===== config.mk =====
export PLATFORM = sky130hd
export DESIGN_NAME = qbp_port
export DESIGN_NICKNAME = d
export VERILOG_FILES = /design/src/rtl/qbp_pkg.sv /design/src/rtl/qbp_sync.sv /design/src/rtl/qbp_latch.sv /design/src/rtl/qbp_irq.sv /design/src/rtl/qbp_port.sv
export SDC_FILE = /design/constraint.sdc
export NUM_CORES = 1
export LEC_CHECK = 0
export BUFFER_PORTS_ARGS = -buffer_cell sky130_fd_sc_hd__clkbuf_2
export CORE_ASPECT_RATIO = 0.75
export CORE_MARGIN = 4
export CORE_UTILIZATION = 45
export CTS_BUF_LIST = sky130_fd_sc_hd__clkbuf_4 sky130_fd_sc_hd__clkbuf_8
export DETAILED_ROUTE_END_ITERATION = 10
export PLACE_DENSITY_LB_ADDON = 0.08
export SLEW_MARGIN = 10
export SYNTH_ARGS = -nofsm -noshare
export SYNTH_HDL_FRONTEND = slang
export SYNTH_HIERARCHICAL = 1
export SYNTH_SLANG_ARGS = --single-unit
export TNS_END_PERCENT = 5

===== constraint.sdc =====
create_clock -name clk -period 2.5 [get_ports clk]
set_input_delay 0.5 -clock clk [delete_from_list [all_inputs] [get_ports clk]]
set_output_delay 0.5 -clock clk [all_outputs]
set_load 0.02 [all_outputs]

===== src/rtl/qbp_pkg.sv =====
package qbp_pkg;
    typedef enum logic {
        IRQ_QUIET = 1'b0,
        IRQ_ALERT = 1'b1
    } irq_state_e;
endpackage


===== src/rtl/qbp_sync.sv =====
module qbp_sync #(
    parameter int WIDTH  = 8,
    parameter int STAGES = 2
) (
    input  logic             clk,
    input  logic             rst_n,
    input  logic [WIDTH-1:0] d,
    output logic [WIDTH-1:0] q
);
    logic [WIDTH-1:0] stage_q [STAGES];

    genvar g;
    generate
        for (g = 0; g < STAGES; g++) begin : g_stage
            always_ff @(posedge clk or negedge rst_n) begin
                if (!rst_n) begin
                    stage_q[g] <= '1;
                end else begin
                    if (g == 0) stage_q[g] <= d;
                    else        stage_q[g] <= stage_q[(g == 0) ? 0 : g-1];
                end
            end
        end
    endgenerate

    assign q = stage_q[STAGES-1];
endmodule


===== src/rtl/qbp_latch.sv =====
module qbp_latch #(
    parameter int WIDTH = 8
) (
    input  logic             clk,
    input  logic             rst_n,
    input  logic             wr_stb,
    input  logic [WIDTH-1:0] wr_data,
    input  logic             scl_fall,
    output logic [WIDTH-1:0] pull_low,
    output logic [WIDTH-1:0] strong_up
);
    logic [WIDTH-1:0] latch_q;
    logic [WIDTH-1:0] boost_q;

    always_ff @(posedge clk or negedge rst_n) begin
        if (!rst_n) begin
            latch_q <= '1;
            boost_q <= '0;
        end else begin
            if (wr_stb) begin
                latch_q <= wr_data;
                boost_q <= wr_data;
            end else if (scl_fall) begin
                boost_q <= '0;
            end
        end
    end

    assign pull_low  = ~latch_q;
    assign strong_up = boost_q;
endmodule


===== src/rtl/qbp_irq.sv =====
module qbp_irq
    import qbp_pkg::*;
#(
    parameter int WIDTH = 8
) (
    input  logic             clk,
    input  logic             rst_n,
    input  logic [WIDTH-1:0] pin_s,
    input  logic             clr,
    output logic             int_n,
    output logic             int_oe
);
    irq_state_e       state_q, state_d;
    logic [WIDTH-1:0] ref_q;
    logic             differ;

    assign differ = (pin_s != ref_q);

    always_comb begin
        state_d = state_q;
        unique case (state_q)
            IRQ_QUIET: if (!clr && differ)  state_d = IRQ_ALERT;
            IRQ_ALERT: if (clr || !differ)  state_d = IRQ_QUIET;
        endcase
    end

    always_ff @(posedge clk or negedge rst_n) begin
        if (!rst_n) begin
            state_q <= IRQ_QUIET;
            ref_q   <= '1;
        end else begin
            state_q <= state_d;
            if (clr) ref_q <= pin_s;
        end
    end

    always_comb begin
        int_n  = (state_q != IRQ_ALERT);
        int_oe = (state_q == IRQ_ALERT);
    end
endmodule


===== src/rtl/qbp_port.sv =====
module qbp_port #(
    parameter int WIDTH     = 8,
    parameter int SYNC_DEPTH = 2
) (
    input  logic             clk,
    input  logic             rst_n,
    input  logic             wr_stb,
    input  logic [WIDTH-1:0] wr_data,
    input  logic             rd_stb,
    output logic [WIDTH-1:0] rd_data,
    input  logic             acc_sel,
    input  logic             acc_ack,
    input  logic             acc_rd,
    input  logic             scl_rise,
    input  logic             scl_fall,
    input  logic [WIDTH-1:0] pin_in,
    output logic [WIDTH-1:0] pin_pull_low,
    output logic [WIDTH-1:0] pin_strong_up,
    output logic             int_n,
    output logic             int_oe
);
    logic [WIDTH-1:0] pin_s;
    logic [WIDTH-1:0] rd_q;
    logic             clr;

    qbp_sync #(.WIDTH(WIDTH), .STAGES(SYNC_DEPTH)) u_sync (
        .clk (clk), .rst_n (rst_n), .d (pin_in), .q (pin_s)
    );

    qbp_latch #(.WIDTH(WIDTH)) u_latch (
        .clk (clk), .rst_n (rst_n), .wr_stb (wr_stb), .wr_data (wr_data),
        .scl_fall (scl_fall), .pull_low (pin_pull_low), .strong_up (pin_strong_up)
    );

    // Read acks clear on the rising edge, write acks on the falling edge.
    assign clr = acc_sel && acc_ack &&
                 ((acc_rd && scl_rise) || (!acc_rd && scl_fall));

    qbp_irq #(.WIDTH(WIDTH)) u_irq (
        .clk (clk), .rst_n (rst_n), .pin_s (pin_s), .clr (clr),
        .int_n (int_n), .int_oe (int_oe)
    );

    always_ff @(posedge clk or negedge rst_n) begin
        if (!rst_n)      rd_q <= '1;
        else if (rd_stb) rd_q <= pin_s;
    end

    assign rd_data = rd_q;
endmodule


Yosys cells after proc, flatten, opt, wreduce, memory -nomap -nowiden
Cells that the tools add are included.

Reduce and logical (&&, ||, !) cells: 11. Multiplexer cells: 5. Bitwise logic cells: 2. Equal/unequal tests: 1.

Operators with widths (number): $mux 8 (2); $ne 8x8->1 (1); $not 8->8 (1); $logic_and 1x1->1 (5); $logic_not 1->1 (3); $logic_or 1x1->1 (2); $mux 1 (2); $pmux 1 s2 (1); $reduce_bool 2->1 (1); $not 1->1 (1).

Output and inout port bits: 26. Register bits after elaboration: 49.

Logic depth before layout (Yosys ltp)
Gate-level depths: netlist (run 1).

Depth after elaboration: 8. Depth in mapped cells: 4.

Cells and area by module
Netlist (run 1), hierarchy kept.

Modules (own cells, without submodules): qbp_latch (instances 1, area each 634.4 um^2, seq. area each 410.4 um^2, cells each 52); qbp_sync (instances 1, area each 480.5 um^2, seq. area each 420.4 um^2, cells each 24); qbp_irq (instances 1, area each 421.7 um^2, seq. area each 235.2 um^2, cells each 30); qbp_port (instances 1, area each 359.1 um^2, seq. area each 210.2 um^2, cells each 20).

Worst setup path after synthesis (run 1)
Ideal clock, no wire load.

Path kind: input-to-reg. Start point: in acc_rd. End point: reg u_irq.ref_q[0]. Required time: 2.418 ns. Data arrival time: 1.190 ns. Cell stages on the path: 4. Setup time: 0.082 ns. Path slack: 1.228 ns. Cells stage by stage: mux2i_1 nor2_1 buf_2 mux2_2.

Longest elaborated chain between the ends: 4. Elaborated cells between the ends (all ways): 5. Those cells by class: reduce/logical: 5.

Ends and longest elaborated chain: start: declaration (line qbp_port.sv:13) `input logic acc_rd,`; $logic_not 1->1 (line qbp_port.sv:37) `((acc_rd && scl_rise) || (!acc_rd && scl_fall));`; $logic_and 1x1->1 (line qbp_port.sv:37); $logic_or 1x1->1 (*) (line qbp_port.sv:37); $logic_and 1x1->1 (*) (line qbp_port.sv:36) `assign clr = acc_sel && acc_ack &&`; net clr (line qbp_port.sv:24) `logic clr;`; end signal: assignment (line qbp_irq.sv:33) `if (clr) ref_q <= pin_s;`; end: declaration (line qbp_irq.sv:14) `logic [WIDTH-1:0] ref_q;`.

Mark *: on every way through the listed nets, which the timed path passes. The rest lies on a longest branch. A chain may end at the register's enable or synchronous reset.

Worst setup path in the final report (run 1)
Start point: reg u_latch.latch_q[5]. End point: out pin_pull_low[5].

Longest elaborated chain between the ends: 1.

Ends and longest elaborated chain: start: declaration (line qbp_latch.sv:12) `logic [WIDTH-1:0] latch_q;`; start signal: assignment (line qbp_latch.sv:21) `latch_q <= wr_data;`; $not 8->8 (line qbp_latch.sv:29) `assign pull_low = ~latch_q;`; end: declaration (line qbp_port.sv:17) `output logic [WIDTH-1:0] pin_pull_low,`.

No other way between the ends.

==> results.cfg, run 1 <==
[outcome]
run_status = completed

[synth]
synth_top_area_share_pct = 55.45
yosys_warnings = 6
netlist_area_sq_mm = 0.001896
netlist.top_cell.by_area = dfstp_2
synth_nets = 151
synth_seq_area_share_pct = 67.33
ys_top_cells_by_area = dfstp_2 55%, dfrtp_1 12%, mux2_4 6.3%
syn_inst = 126
avgSynthCellArea_sq_um = 15.04
post_synth_num_cell_types = 19
synth-seq-cells = 49

[die]
die_y_um = 64.21
initial_core_util_pct = 46.76
core_area_sq_mm = 0.004054
rows = 20
io_pins = 51
die_area_sq_mm = 0.005325
die_width_um = 82.95

[cells_and_area]
final_nets = 196
diodes = 0
drive_gt1_share_pct = 69.77
stdcell_area_sq_mm = 0.002206
layout_common_cells = 50 x clkbuf_2, 40 x dfstp_2, 9 x nand2_1, 9 x inv_1, 9 x dfrtp_1
post-route-util_pct = 54.41
syn_to_final_growth_pct = 16.37
final_common_cell = clkbuf_2

[setup_path]
path_buf_inv = 2
crit_path_start = u_latch/latch_q[5]$_DFFE_PN1P_
slowest_stage = dfstp_2
r2r_cells = 3
cpPeakStageDelay_ps = 530
worst_ep_arrival_time_ps = 1010
rr_startpoint = u_sync/q[0]$_DFF_PN1_
endpoint_kind = output port
crit_chain = inv_1, clkbuf_2
r2r-end = u_irq/int_oe$_DFF_PN0_
path_depth = 2
path_max_fanout = 2
rrSetupSlack_ps = 1350
critPathTopFamily = flip-flops
required_ps = 2000
endpoint = pin_pull_low[5]
crit_type = reg -> out
cp-start-kind = register

[clocking]
holdBufCountCts = 0
clockBufferDepth = 2
clock_latency_ps = 290
cts_setup_buffers = 0
cts-buffers-inserted = 5
clkTransAtPathRegs_ps = 80
cts.sinks = 49
cts-root-buf = clkbuf_8
cts_resized = 0
cts_tree = done
cts_htree_levels = 2

[sta]
setup_viol = 0
relSlewSlack_pct = 50.43
period_needed_ps = 1507
tns_ps = 0
timing.final.crit_share_pct = 60.28
rsz0062_at_grt = false
final_hold_viol_count = 0
worst_slew_pin_slew_ps = 740.8
layout_setup_ws_ps = 992.9
slew_violations = 0
finClkSkew_ps = 3.971
fmax_mhz = 663.5

[grt]
grt_pass1_wl_mm = 5.326
grt_max_degree = 36
grt_usage_pct = 12.78
antenna_found_initial = 0
first_global_vias = 1109
gr-total-overflow = 0

[placed_design]
gp_congestion = 0.7273
numPortBuffers = 50
dp_slack_ps = 716.8
post_dp_cell_area_sq_mm = 0.002108
hpwlAfterDp_mm = 2.206

[detailed_routing]
routed_wl_mm = 3.012
wl_per_cell_um = 13.27
vias_per_cell = 4.595
drt_pre_antenna_iters = 4
drt-initial-drc-count = 54
drcViolationCount = 0
via_count = 1043
ant_nets = 0

[flow_run]
maxCapViolCount = 0

[power_and_ir_drop]
p_sw_share_pct = 24.08
combPwrFrac_pct = 14.3
p_sw_mw = 0.4042
p_int_mw = 1.274
clock_power_share_pct = 28.6
power_density_mw_per_mm2 = 760.9
power_frac_seq_pct = 57.1
p_leak_nw = 1.044
ir_worst_vdd_uv = 400.2

[min_path]
hold_class = in -> async
-- area by class of cell --
type / instances / area (sq um)
clock buffers: 8 / 97.59
fillers: 368 / 1848
multi-input cells: 55 / 471.7
inverters: 9 / 33.78
flip-flops and latches: 49 / 1276
well taps: 55 / 68.82
repair buffers: 51 / 257.7
-- state kept, by name (all words and copies together) (netlist names) --
signal,count
rd_data,8
u_irq/ref_q,8
u_latch/strong_up,8
u_irq/int_oe,1
u_latch/latch_q,8
u_sync/stage_q,8
u_sync/q,8
-- cells by family after synthesis --
family	after synthesis	share of synthesized area, %
compound gates	17	6.336
mux	17	11.62
flops	49	67.33
simple gates	13	3.234
xor+xnor	8	3.697
buf+inv	22	7.788
-- Yosys cell counts --
| master | n |
|---|---|
| xor2_1 | 8 |
| a21oi_1 | 1 |
| a22o_1 | 4 |
| buf_8 | 1 |
| buf_2 | 1 |
| inv_1 | 9 |
| a22o_2 | 4 |
| nor2_4 | 1 |
| nor4_1 | 2 |
| dfstp_2 | 40 |
| o21ai_0 | 8 |
| mux2_4 | 8 |
| nand2_1 | 9 |
| mux2i_1 | 1 |
| mux2_2 | 8 |
| buf_4 | 8 |
| dfrtp_1 | 9 |
| buf_6 | 3 |
| nor2_1 | 1 |
-- layer usage --
metal / vias to the layer above / routed length (um) / GRT usage, %
li1: 499 / - / -
met3: 7 / 207 / 4.639
met1: 509 / 1337 / 16.36
met4: 0 / 52 / 6.122
met5: - / 0 / 0
met2: 28 / 1415 / 19.30
-- worst min-delay path by stage --
stage	start	end	slack [ps]	cells after the start
2_1_floorplan	rst_n	u_irq/int_oe$_DFF_PN0_	200	0
3_3_place_gp	u_sync/stage_q[10]$_DFF_PN1_	u_sync/q[2]$_DFF_PN1_	350	0
3_5_place_dp	u_sync/stage_q[13]$_DFF_PN1_	u_sync/q[5]$_DFF_PN1_	350	0
4_1_cts	rst_n	u_latch/strong_up[4]$_DFFE_PN0P_	90	1
5_1_grt	rst_n	u_latch/strong_up[3]$_DFFE_PN0P_	100	1
6_report	rst_n	u_latch/strong_up[5]$_DFFE_PN0P_	90	1
-- power by group through the flow --
stage               Clock (mW)  Combinational, mW  Sequential [mW]
floorplan                    0              0.144            0.991
global placement             0              0.238            0.969
detailed placement           0              0.244            0.973
CTS                      0.501              0.246            0.960
global route             0.543              0.267            0.970
finish                   0.480              0.240            0.958
-- worst reg2reg max path, delay by kind of cell (launching register included) --
| family | cells | cell delay [ps] |
|---|---|---|
| simple gates | 1 | 270 |
| compound gates | 1 | 100 |
| xor+xnor | 1 | 60 |
| flops | 1 | 560 |
-- through the flow --
step | cells | power, mW | hold WS [ps]
after floorplan | 126 | 1.135 | 204.4
after global placement | 219 | 1.208 | 345.5
after detailed placement | 219 | 1.216 | 347.0
after CTS | 227 | 1.707 | 92.59
after global routing | 227 | 1.780 | 95.73
final | 227 | 1.678 | 91.24
(Power assumes the default switching activity.)
==> run 2, diff against run 1 <==
Settings changed: ABC_AREA from default to 1.
Clock period 2.5 ns to 1.4 ns, I/O delays scaled along.
==> run 2 against run 1 <==
Compared with the run above:
- non-clock buffer count is 3 higher
- sequential share of layout area is 3.5 points lower
- first-iteration DRC count is 37% lower
- total power is 74% higher
- largest cell class unchanged
==> results.cfg, run 2 <==
[outcome]
run_status = completed

[sta]
finClkSkew_ps = 5.085
final_hold_viol_count = 0
rsz0062_at_grt = false
fin_hold_ws_ps = 57.47
setup_viol = 0
worst_slew_pin_slew_ps = 593.0
timing.final.crit_share_pct = 92.82
slew_violations = 0
fmax_mhz = 769.5
relSlewSlack_pct = 60.47
tns_ps = 0
period_needed_ps = 1300

[detailed_routing]
drt_pre_antenna_iters = 4
ant_nets = 0
routed_wl_mm = 3.179
via_count = 1259
wl_per_cell_um = 10.49
drt-initial-drc-count = 34
vias_per_cell = 4.155
drcViolationCount = 0

[setup_path]
cp-start-kind = register
crit_type = reg -> out
path_max_fanout = 2
worst_ep_arrival_time_ps = 1020
required_ps = 1120
endpoint_kind = output port

[cells_and_area]
final_common_cell = nand2_1
stdcell_area_sq_mm = 0.002350
final_nets = 272
diodes = 0
drive_gt1_share_pct = 45.97
layout_common_cells = 65 x nand2_1, 50 x clkbuf_2, 40 x dfstp_2
syn_to_final_growth_pct = 17.67
post-route-util_pct = 56.57

[synth]
async_flop_share_pct = 100.0
ys_top_cells_by_count = 65 x nand2_1, 40 x dfstp_2, 35 x inv_1
yosysMostFrequentCell = nand2_1
avgSynthCellArea_sq_um = 10.09
netlist.top_cell.by_area = dfstp_2
synth_edf_count = 0
synth_top_flop_cell = dfstp_2
synth_seq_area_share_pct = 63.91
synth_nets = 223
yosys_warnings = 6
synth_top_area_share_pct = 52.63
synth-seq-cells = 49
netlist_area_sq_mm = 0.001997
syn_inst = 198
ys_top_cells_by_area = dfstp_2 53%, nand2_1 12%, dfrtp_1 11%
post_synth_num_cell_types = 13

[grt]
gr-total-overflow = 0
grt_max_degree = 21
grt_usage_pct = 13.27
first_global_vias = 1278
grt_pass1_wl_mm = 5.823
antenna_found_initial = 0

[die]
rows = 20
die_area_sq_mm = 0.005578
die_y_um = 65.69
die_width_um = 84.92
core_area_sq_mm = 0.004154
io_pins = 51
initial_core_util_pct = 48.07

[placed_design]
post_dp_cell_area_sq_mm = 0.002253
numPortBuffers = 50
gp_congestion = 0.7085
hpwlAfterDp_mm = 2.393

[clocking]
clkTransAtPathRegs_ps = 80
cts-buffers-inserted = 5
cts.sinks = 49
cts_htree_levels = 2
clockBufferDepth = 2
cts-root-buf = clkbuf_8
cts_tree = done
clock_latency_ps = 290

[power_and_ir_drop]
power_density_mw_per_mm2 = 1243
ir_worst_vdd_uv = 770.7
p_leak_nw = 1.233
finalPower_mw = 2.921

[min_path]
hold_class = in -> reg

[flow_run]
maxCapViolCount = 0
[run 2: cell types whose count changed in the layout (fill, tap and decap cells not counted), moves of 7 or more]
cell and change:
inv_1 +26, mux2_2 -8, mux2_4 -8, nand2_1 +56, nor2_1 +7, o21ai_0 +8
o21ai_2 +8, xor2_1 -8
[run 2: logic make-up after synthesis]
kind of cell / after synthesis / share of synthesized area, %
AND/OR/NAND/NOR: 78 / 16.48
flip-flops: 49 / 63.91
buffers and inverters: 47 / 12.09
AO/OA/AOI/OAI: 24 / 7.519
[run 2: final timing paths]
kind	from	to	slack (ps)	cells past startpoint
worst min register to register	u_sync/stage_q[11]$_DFF_PN1_	u_sync/q[3]$_DFF_PN1_	360	0
max in group asynchronous	rst_n	u_sync/q[2]$_DFF_PN1_	460	3
worst min-delay path	pin_in[4]	u_sync/stage_q[12]$_DFF_PN1_	60	1
worst max register to register	u_irq/ref_q[2]$_DFFE_PN1P_	u_irq/int_oe$_DFF_PN0_	300	7
min in group asynchronous	rst_n	u_latch/strong_up[6]$_DFFE_PN0P_	430	2
worst max-delay path	u_latch/latch_q[1]$_DFFE_PN1P_	pin_pull_low[1]	100	2
[run 2: layout make-up]
| type | instances | area [sq um] |
|---|---|---|
| inverter | 35 | 131.4 |
| sequential | 49 | 1276 |
| tap | 55 | 68.82 |
| clock inverter | 2 | 10.01 |
| fill | 389 | 1804 |
| multi-input combinational | 102 | 479.2 |
| timing repair buffer | 54 | 307.8 |
| clock buffer | 6 | 76.32 |
[run 2: critical path, cell delays in order, from the launching register on]
cell	delay, ps
dfstp_2	520
inv_1	50
clkbuf_2	150
[run 2: through the flow]
| step | worst slack (ps) | std cells |
|---|---|---|
| final | 100.5 | 303 |
| after global routing | 54.70 | 303 |
| after CTS | 78.55 | 303 |
| after detailed placement | 241.5 | 294 |
| after global placement | 288.0 | 294 |
| after floorplan | 310.3 | 198 |
[run 2: timing repair]
item,CTS,global route
resized for setup,0,0
setup buffers,0,0
hold buffers,1,0
hold endpoints to repair,2,0
[run 2: where the power goes]
part	leakage [nW]	switching (mW)	internal, mW
registers	0.531	0.0606	1.62
logic	0.654	0.285	0.159
clock network	0.0484	0.429	0.366
[run 2: per-layer routing]
| metal | GRT usage, % | up-vias | share of wire (%) |
|---|---|---|---|
| met5 | 0 | - | 0 |
| met4 | 4.743 | 0 | 1.3 |
| met1 | 18.17 | 549 | 52 |
| met2 | 20.02 | 30 | 40 |
| li1 | - | 675 | - |
| met3 | 4.010 | 5 | 6.3 |
